**config.mk**
```make
export PLATFORM = sky130hd
export DESIGN_NAME = link_sync_ctrl
export DESIGN_NICKNAME = d
export VERILOG_FILES = /design/src/rtl/lsc_pkg.sv /design/src/rtl/lsc_role_decode.sv /design/src/rtl/lsc_cell_marker_gen.sv /design/src/rtl/lsc_lane_fsm.sv /design/src/rtl/link_sync_ctrl.sv
export SDC_FILE = /design/constraint.sdc
export NUM_CORES = 1
export LEC_CHECK = 0
export ABC_AREA = 0
export CAP_MARGIN = 20
export CORE_MARGIN = 10
export CORE_UTILIZATION = 68
export CTS_CLUSTER_SIZE = 30
export DETAILED_ROUTE_END_ITERATION = 16
export DONT_BUFFER_PORTS = 1
export GPL_ROUTABILITY_DRIVEN = 0
export MAX_ROUTING_LAYER = met4
export PLACE_DENSITY = 0.84
export SYNTH_ARGS = -nofsm -noshare
export SYNTH_HDL_FRONTEND = slang
export SYNTH_SLANG_ARGS = --single-unit
```
**constraint.sdc**
```tcl
create_clock -name clk -period 3.6 [get_ports clk]
set_input_delay 0.36 -clock clk [delete_from_list [all_inputs] [get_ports clk]]
set_output_delay 0.36 -clock clk [all_outputs]
set_load 0.03 [all_outputs]
```
**src/rtl/lsc_pkg.sv**
```systemverilog
// Shared types and constants for the link synchronization controller.
// Assumes a two-bit stage code that is visible at the block's ports.
package lsc_pkg;
    typedef enum logic [1:0] {
        ST_BIT   = 2'b00,
        ST_WORD  = 2'b01,
        ST_CELL  = 2'b10,
        ST_READY = 2'b11
    } lsc_stage_e;

    localparam int unsigned DEF_THR = 4;
endpackage

```
**src/rtl/lsc_role_decode.sv**
```systemverilog
// Role decoder: turns the 2-bit mode into the master/slave role and
// resolves a zero threshold to the default.
// Assumes the mode is quasi-static. Only the point-to-point master code
// (2'b11) gives the master role. Every switch-attached code is slave.
module lsc_role_decode #(
    parameter int unsigned THR_W = 4
) (
    input  logic [1:0]       mode_sel,
    input  logic [THR_W-1:0] align_thr,
    input  logic [THR_W-1:0] loss_thr,
    output logic             is_master,
    output logic [THR_W:0]   align_eff,
    output logic [THR_W:0]   loss_eff
);
    import lsc_pkg::*;

    localparam logic [THR_W:0] DEF_V = (THR_W+1)'(DEF_THR);

    // Role and threshold resolution
    always_comb begin
        is_master = (mode_sel == 2'b11);
        align_eff = (align_thr == '0) ? DEF_V : {1'b0, align_thr};
        loss_eff  = (loss_thr  == '0) ? DEF_V : {1'b0, loss_thr};
    end
endmodule

```
**src/rtl/lsc_cell_marker_gen.sv**
```systemverilog
// Cell-boundary marker generator for the master role.
// A free-running word counter gives one marker every CELL_WORDS words.
// The counter is shared by all links so that they see one cell timebase.
// Assumes CELL_WORDS >= 2.
module lsc_cell_marker_gen #(
    parameter int unsigned CELL_WORDS = 8
) (
    input  logic clk,
    input  logic rst_n,
    input  logic is_master,
    output logic tx_cell_mark
);
    localparam int unsigned CW = (CELL_WORDS > 1) ? $clog2(CELL_WORDS) : 1;
    localparam logic [CW-1:0] LAST = CW'(CELL_WORDS - 1);

    logic [CW-1:0] cnt_q;

    // Word counter that wraps every CELL_WORDS cycles
    always_ff @(posedge clk) begin
        if (!rst_n)              cnt_q <= '0;
        else if (cnt_q == LAST)  cnt_q <= '0;
        else                     cnt_q <= cnt_q + 1'b1;
    end

    // Marker on the first word of each cell, master role only
    always_comb tx_cell_mark = is_master && (cnt_q == '0);

    AST_MARK_SPACING: assert property (@(posedge clk) disable iff (!rst_n)
        tx_cell_mark |=> !tx_cell_mark);
endmodule

```
**src/rtl/lsc_lane_fsm.sv**
```systemverilog
// Per-link synchronization state machine.
// Stages: bit lock -> word alignment -> (optional) cell alignment -> ready.
// Keeps a good-word run counter, a bad-word run counter and a sticky
// error flag. Assumes the thresholds arrive already resolved (nonzero).
module lsc_lane_fsm #(
    parameter int unsigned THR_W = 4
) (
    input  logic             clk,
    input  logic             rst_n,
    input  logic             cell_en_i,
    input  logic [THR_W:0]   align_i,
    input  logic [THR_W:0]   loss_i,
    input  logic             bit_lock_i,
    input  logic             frame_vld_i,
    input  logic             frame_good_i,
    input  logic             cell_mark_i,
    input  logic             link_err_i,
    input  logic             err_clr_i,
    output logic [1:0]       stage_o,
    output logic             ready_o,
    output logic             err_o
);
    import lsc_pkg::*;

    lsc_stage_e       st_q, st_d;
    logic [THR_W-1:0] gc_q, gc_d, bc_q, bc_d;
    logic [THR_W:0]   gc_inc, bc_inc;
    logic             fall, err_q;

    // Next-stage and run-counter logic
    always_comb begin
        st_d   = st_q;
        gc_d   = gc_q;
        bc_d   = bc_q;
        fall   = 1'b0;
        gc_inc = {1'b0, gc_q} + 1'b1;
        bc_inc = {1'b0, bc_q} + 1'b1;
        if (link_err_i || !bit_lock_i) begin
            st_d = ST_BIT;
            gc_d = '0;
            bc_d = '0;
            fall = link_err_i || (st_q != ST_BIT);
        end else begin
            unique case (st_q)
                ST_BIT: st_d = ST_WORD;
                ST_WORD: begin
                    if (frame_vld_i) begin
                        if (!frame_good_i) begin
                            gc_d = '0;
                        end else if (gc_inc >= align_i) begin
                            gc_d = '0;
                            st_d = cell_en_i ? ST_CELL : ST_READY;
                        end else begin
                            gc_d = gc_inc[THR_W-1:0];
                        end
                    end
                end
                default: begin
                    if (frame_vld_i && !frame_good_i) begin
                        if (bc_inc >= loss_i) begin
                            bc_d = '0;
                            st_d = ST_BIT;
                            fall = 1'b1;
                        end else begin
                            bc_d = bc_inc[THR_W-1:0];
                        end
                    end else if (frame_vld_i) begin
                        bc_d = '0;
                    end
                    if (st_q == ST_CELL && !fall && (cell_mark_i || !cell_en_i))
                        st_d = ST_READY;
                end
            endcase
        end
    end

    // State and counter registers
    always_ff @(posedge clk) begin
        if (!rst_n) begin
            st_q <= ST_BIT;
            gc_q <= '0;
            bc_q <= '0;
        end else begin
            st_q <= st_d;
            gc_q <= gc_d;
            bc_q <= bc_d;
        end
    end

    // Sticky error flag; a new error wins over a clear
    always_ff @(posedge clk) begin
        if (!rst_n)         err_q <= 1'b0;
        else if (fall)      err_q <= 1'b1;
        else if (err_clr_i) err_q <= 1'b0;
    end

    // Output mapping
    always_comb begin
        stage_o = st_q;
        ready_o = (st_q == ST_READY);
        err_o   = err_q;
    end

    AST_STAGE_ORDER: assert property (@(posedge clk) disable iff (!rst_n)
        (st_q == ST_BIT) |=> (st_q == ST_BIT || st_q == ST_WORD));
    AST_CELL_FROM_WORD: assert property (@(posedge clk) disable iff (!rst_n)
        (st_q == ST_CELL) |=> (st_q != ST_WORD));
    AST_CELL_SKIP: assert property (@(posedge clk) disable iff (!rst_n)
        (st_q == ST_WORD && !cell_en_i) |=> (st_q != ST_CELL));
    AST_ERR_DROP: assert property (@(posedge clk) disable iff (!rst_n)
        link_err_i |=> (st_q == ST_BIT && err_q));
    AST_LOCK_HOLD: assert property (@(posedge clk) disable iff (!rst_n)
        !bit_lock_i |=> (st_q == ST_BIT));
    AST_READY_LOCKED: assert property (@(posedge clk) disable iff (!rst_n)
        (st_q == ST_READY) |-> $past(bit_lock_i));
endmodule

```
**src/rtl/link_sync_ctrl.sv**
```systemverilog
// Staged link synchronization controller, top level.
// One lane state machine per link, plus a shared role decoder and a
// shared cell-marker generator. All links reset together. After reset
// each lane runs on its own, so an error on one link leaves the others alone.
module link_sync_ctrl #(
    parameter int unsigned NUM_LINKS  = 2,
    parameter int unsigned THR_W      = 4,
    parameter int unsigned CELL_WORDS = 8
) (
    input  logic                   clk,
    input  logic                   rst_n,
    input  logic [1:0]             mode_sel,
    input  logic                   cell_sync_en,
    input  logic [THR_W-1:0]       align_thr,
    input  logic [THR_W-1:0]       loss_thr,
    input  logic [NUM_LINKS-1:0]   bit_lock,
    input  logic [NUM_LINKS-1:0]   frame_vld,
    input  logic [NUM_LINKS-1:0]   frame_good,
    input  logic [NUM_LINKS-1:0]   rx_cell_mark,
    input  logic [NUM_LINKS-1:0]   link_err,
    input  logic [NUM_LINKS-1:0]   err_clr,
    output logic                   tx_cell_mark,
    output logic [NUM_LINKS-1:0]   link_ready,
    output logic [NUM_LINKS-1:0]   err_flag,
    output logic [2*NUM_LINKS-1:0] stage
);
    logic           is_master;
    logic [THR_W:0] align_eff, loss_eff;

    lsc_role_decode #(.THR_W(THR_W)) u_role (
        .mode_sel  (mode_sel),
        .align_thr (align_thr),
        .loss_thr  (loss_thr),
        .is_master (is_master),
        .align_eff (align_eff),
        .loss_eff  (loss_eff)
    );

    lsc_cell_marker_gen #(.CELL_WORDS(CELL_WORDS)) u_mark (
        .clk          (clk),
        .rst_n        (rst_n),
        .is_master    (is_master),
        .tx_cell_mark (tx_cell_mark)
    );

    for (genvar i = 0; i < NUM_LINKS; i++) begin : g_lane
        logic cell_src;
        // Cell marker source: own timebase as master, received stream as slave
        always_comb cell_src = is_master ? tx_cell_mark : rx_cell_mark[i];

        lsc_lane_fsm #(.THR_W(THR_W)) u_lane (
            .clk          (clk),
            .rst_n        (rst_n),
            .cell_en_i    (cell_sync_en),
            .align_i      (align_eff),
            .loss_i       (loss_eff),
            .bit_lock_i   (bit_lock[i]),
            .frame_vld_i  (frame_vld[i]),
            .frame_good_i (frame_good[i]),
            .cell_mark_i  (cell_src),
            .link_err_i   (link_err[i]),
            .err_clr_i    (err_clr[i]),
            .stage_o      (stage[2*i +: 2]),
            .ready_o      (link_ready[i]),
            .err_o        (err_flag[i])
        );
    end

    AST_SLAVE_SILENT: assert property (@(posedge clk) disable iff (!rst_n)
        (mode_sel != 2'b11) |-> !tx_cell_mark);
endmodule

```
==> metrics.md <==
| Metric | Value |
|---|---|
| Critical Path Source Type | `flop` |
| WHS Endpoint | `g_lane[0].u_lane.stage_o[0]` |
| Max frequency | `462 MHz` |
| I/O Pins | `34` |
| Filler instances | `192` |
| Layout Nets | `258` |
| Ant diodes | `0` |
| Ys async rst share | `0%` |
| Static leakage | `0.771 nW` |
| Worst VDD drop | `0.260 mV` |
| Area added between synthesis and finish | `0.911%` |
| Routed wire length | `3780 um` |
| Hold Crit Depth | `1` |
| Crit Path Class | `reg2reg` |
| Final-report hold violation count | `0` |
| RSZ-0062 raised after global routing | `false` |
| Syn avg cell area | `8.19 um^2` |
| Commonest non-fill, non-tap cell in the layout | `dfxtp_1` |
| Worst r2r src | `g_lane[0].u_lane.bc_q[0]` |
| Worst setup margin | `1.44 ns` |
| # resized after CTS | `0` |
| CTS Hold Bufs | `0` |
| Total negative slack | `0 ns` |
| Die Span X | `71.2 um` |
| Total CTS buffers | `3` |
| Hpwl dp | `3080 um` |
| Die Ht | `71.2 um` |
| Max Cap Violations | `0` |
| Yosys reg bits | `25` |
| Worst path arrival time | `2.37 ns` |
| CTS Sinks | `25` |
| Grt total ovfl | `0` |
| Number of distinct library cells after synthesis | `51` |
| Worst Skew | `0.00749 ns` |
| Setup violations, final | `0` |
| Total track usage | `15.9%` |
| Synthesized instance count | `218` |
| HP Start | `cell_sync_en` |
| Synth area leader | `dfxtp_1` |
| Top cells by area, synth | `dfxtp_1 (28%), ha_1 (13%), nand2_1 (4.2%)` |
| Post-CTS setup buffer count | `0` |
| Reg clk slew, reported paths | `0.14 ns` |
| Worst-margin pin slew | `0.737 ns` |
| Clock Latency Late Sink | `0.34 ns` |
| Outcome | `finished, final reports clean` |
| CP Capture Type | `flop` |
| Initial antenna violation count | `0` |
| TritonCTS clock tree | `built` |
| Seq/Total Area, Yosys | `28.0%` |
| Drt first-iter violations | `151` |
| Relative slew slack | `50.8%` |
| Port bufs | `0` |
| Post-route cell area | `1800 um^2` |
| Post-synthesis cell area | `1790 um^2` |
| Initial Utilization | `71.4%` |
| Top_reg_cell synth | `dfxtp_1` |
| Worst hold path class | `in2reg` |
| Number of global-route vias before repair | `1537` |
| H-Tree Depth | `1` |
| DR WL/cell | `15.6 um` |
| CTS Buffer Depth | `2` |
| YS warnings | `0` |
| Min Tclk post-route | `2.16 ns` |
| Core footprint | `2500 um^2` |
| Remaining antenna violation count | `0` |
| Worst-path maximum fanout | `5` |
| Global-route wire length before repair | `6640 um` |
| Number of enable flip-flop cells after synthesis | `0` |
| Final worst path period share | `60.1%` |
| Reg2reg setup slack | `1.44 ns` |
| DR vias/cell | `6.34` |
| CTS Root Cell | `clkbuf_4` |
| Reg2reg path depth | `7` |
| Syn_nets | `262` |
| WP data required | `3.80 ns` |
| First-pass DRT Iterations | `4` |
| Die area | `5080 um^2` |
| Placed Cells | `239` |
| DR vias | `1540` |
| Synth top area share | `28.0%` |
| RR Endpoint | `g_lane[0].u_lane.stage_o[0]` |
| Most frequent cells in the layout | `dfxtp_1 (25), nand2_1 (20), ha_1 (19)` |
| Placement Rows | `18` |
| Residual DRC | `0` |
| Overall power | `475 uW` |
| Largest net degree at the start of global routing | `14` |
| PD cells | `263 nW/um^2` |
| Max-slew violations | `0` |
| Final non-filler cell total | `243` |
| Pre-CTS WS | `1.45 ns` |
| DP Area | `1780 um^2` |
| Layout cell share with drive strength beyond 1 | `6.10%` |
## synth_stat cells, types with 2 or more instances
| master | number |
|---|---|
| inv_1 | 15 |
| nor2_1 | 12 |
| dfxtp_1 | 25 |
| and3b_1 | 2 |
| and2_1 | 2 |
| maj3_2 | 2 |
| xor2_1 | 3 |
| nor3_1 | 2 |
| nor3b_1 | 5 |
| o21ai_0 | 13 |
| a31o_2 | 2 |
| clkbuf_1 | 4 |
| a22o_1 | 2 |
| a31oi_1 | 6 |
| a21o_1 | 6 |
| ha_1 | 19 |
| a21oi_1 | 12 |
| nand3b_1 | 4 |
| o211ai_1 | 2 |
| nor2b_1 | 3 |
| or2_1 | 2 |
| nand2b_1 | 7 |
| buf_2 | 2 |
| xnor2_1 | 5 |
| nand2_1 | 20 |
| buf_4 | 4 |
| nand3_1 | 13 |
## critical path, cell delays in order (launching register included)
cell and delay (ns):
dfxtp_1 0.44, ha_1 0.28, ha_1 0.29, a21oi_1 0.07
maj3_2 0.35, or2_2 0.29, a21oi_1 0.19, a221oi_1 0.11
## state kept, by name, summed over array words and instances, names as in the netlist
| register | flops |
|---|---|
| g_lane.u_lane.bc_q | 8 |
| g_lane.u_lane.err_o | 2 |
| g_lane.u_lane.gc_q | 8 |
| g_lane.u_lane.stage_o | 4 |
| u_mark.cnt_q | 3 |
## metrics by stage
stage          util (%)  hold WS (ns)
5_1_grt            72.1         0.111
3_3_place_gp       71.0         0.437
4_1_cts            72.1         0.110
6_report           72.1         0.112
2_1_floorplan         -         0.426
3_5_place_dp       71.0         0.441
## cell type report
type	instances	area (um^2)	share of cell area, %
multi-input combinational	168	1170	65.1
inverter	15	56.3	3.12
timing repair buffer	1	7.51	0.417
clock buffer	4	26.3	1.46
sequential	25	500	27.8
tap	30	37.5	2.08
## cell families (layout without fill, tap and decap cells)
| group | count (synthesis) | after routing | synth area share (%) |
|---|---|---|---|
| buffers and inverters | 25 | 20 | 6.24 |
| and+or+nand+nor | 81 | 81 | 25.3 |
| xor gates and xnor gates | 8 | 8 | 3.92 |
| DFF | 25 | 25 | 28.0 |
| muxes | 1 | 1 | 0.561 |
| adders and majority gates | 22 | 22 | 15.1 |
| AOI/OAI and AO/OA | 56 | 56 | 20.8 |
## layer usage
layer	track usage, %	up-vias	wire, um
met5	-	-	0
met4	7.96	0	68
met3	4.41	5	307
met2	26.7	41	1860
met1	16.8	722	1540
li1	-	772	-
## report_power, final
part / total (mW) / switching [mW] / internal, mW
Combinational: 0.0485 / 0.0269 / 0.0216
Sequential: 0.292 / 0.00931 / 0.282
Clock: 0.135 / 0.0909 / 0.0436
Total: 0.475 / 0.127 / 0.348
## worst max path at each step
| stage | start | end | slack (ns) | cells past startpoint |
|---|---|---|---|---|
| after detailed placement | g_lane[0].u_lane.bc_q[0] | g_lane[0].u_lane.stage_o[0] | 1.45 | 7 |
| after global placement | g_lane[0].u_lane.bc_q[0] | g_lane[0].u_lane.stage_o[0] | 1.54 | 7 |
| after floorplan | g_lane[0].u_lane.bc_q[0] | g_lane[0].u_lane.bc_q[1] | 1.60 | 6 |
| after global routing | g_lane[0].u_lane.bc_q[0] | g_lane[0].u_lane.stage_o[0] | 1.26 | 7 |
| final | g_lane[0].u_lane.bc_q[0] | g_lane[0].u_lane.stage_o[0] | 1.44 | 7 |
| after CTS | g_lane[0].u_lane.bc_q[0] | g_lane[0].u_lane.stage_o[0] | 1.44 | 7 |
Note: power is estimated with default switching activity, not from simulation.
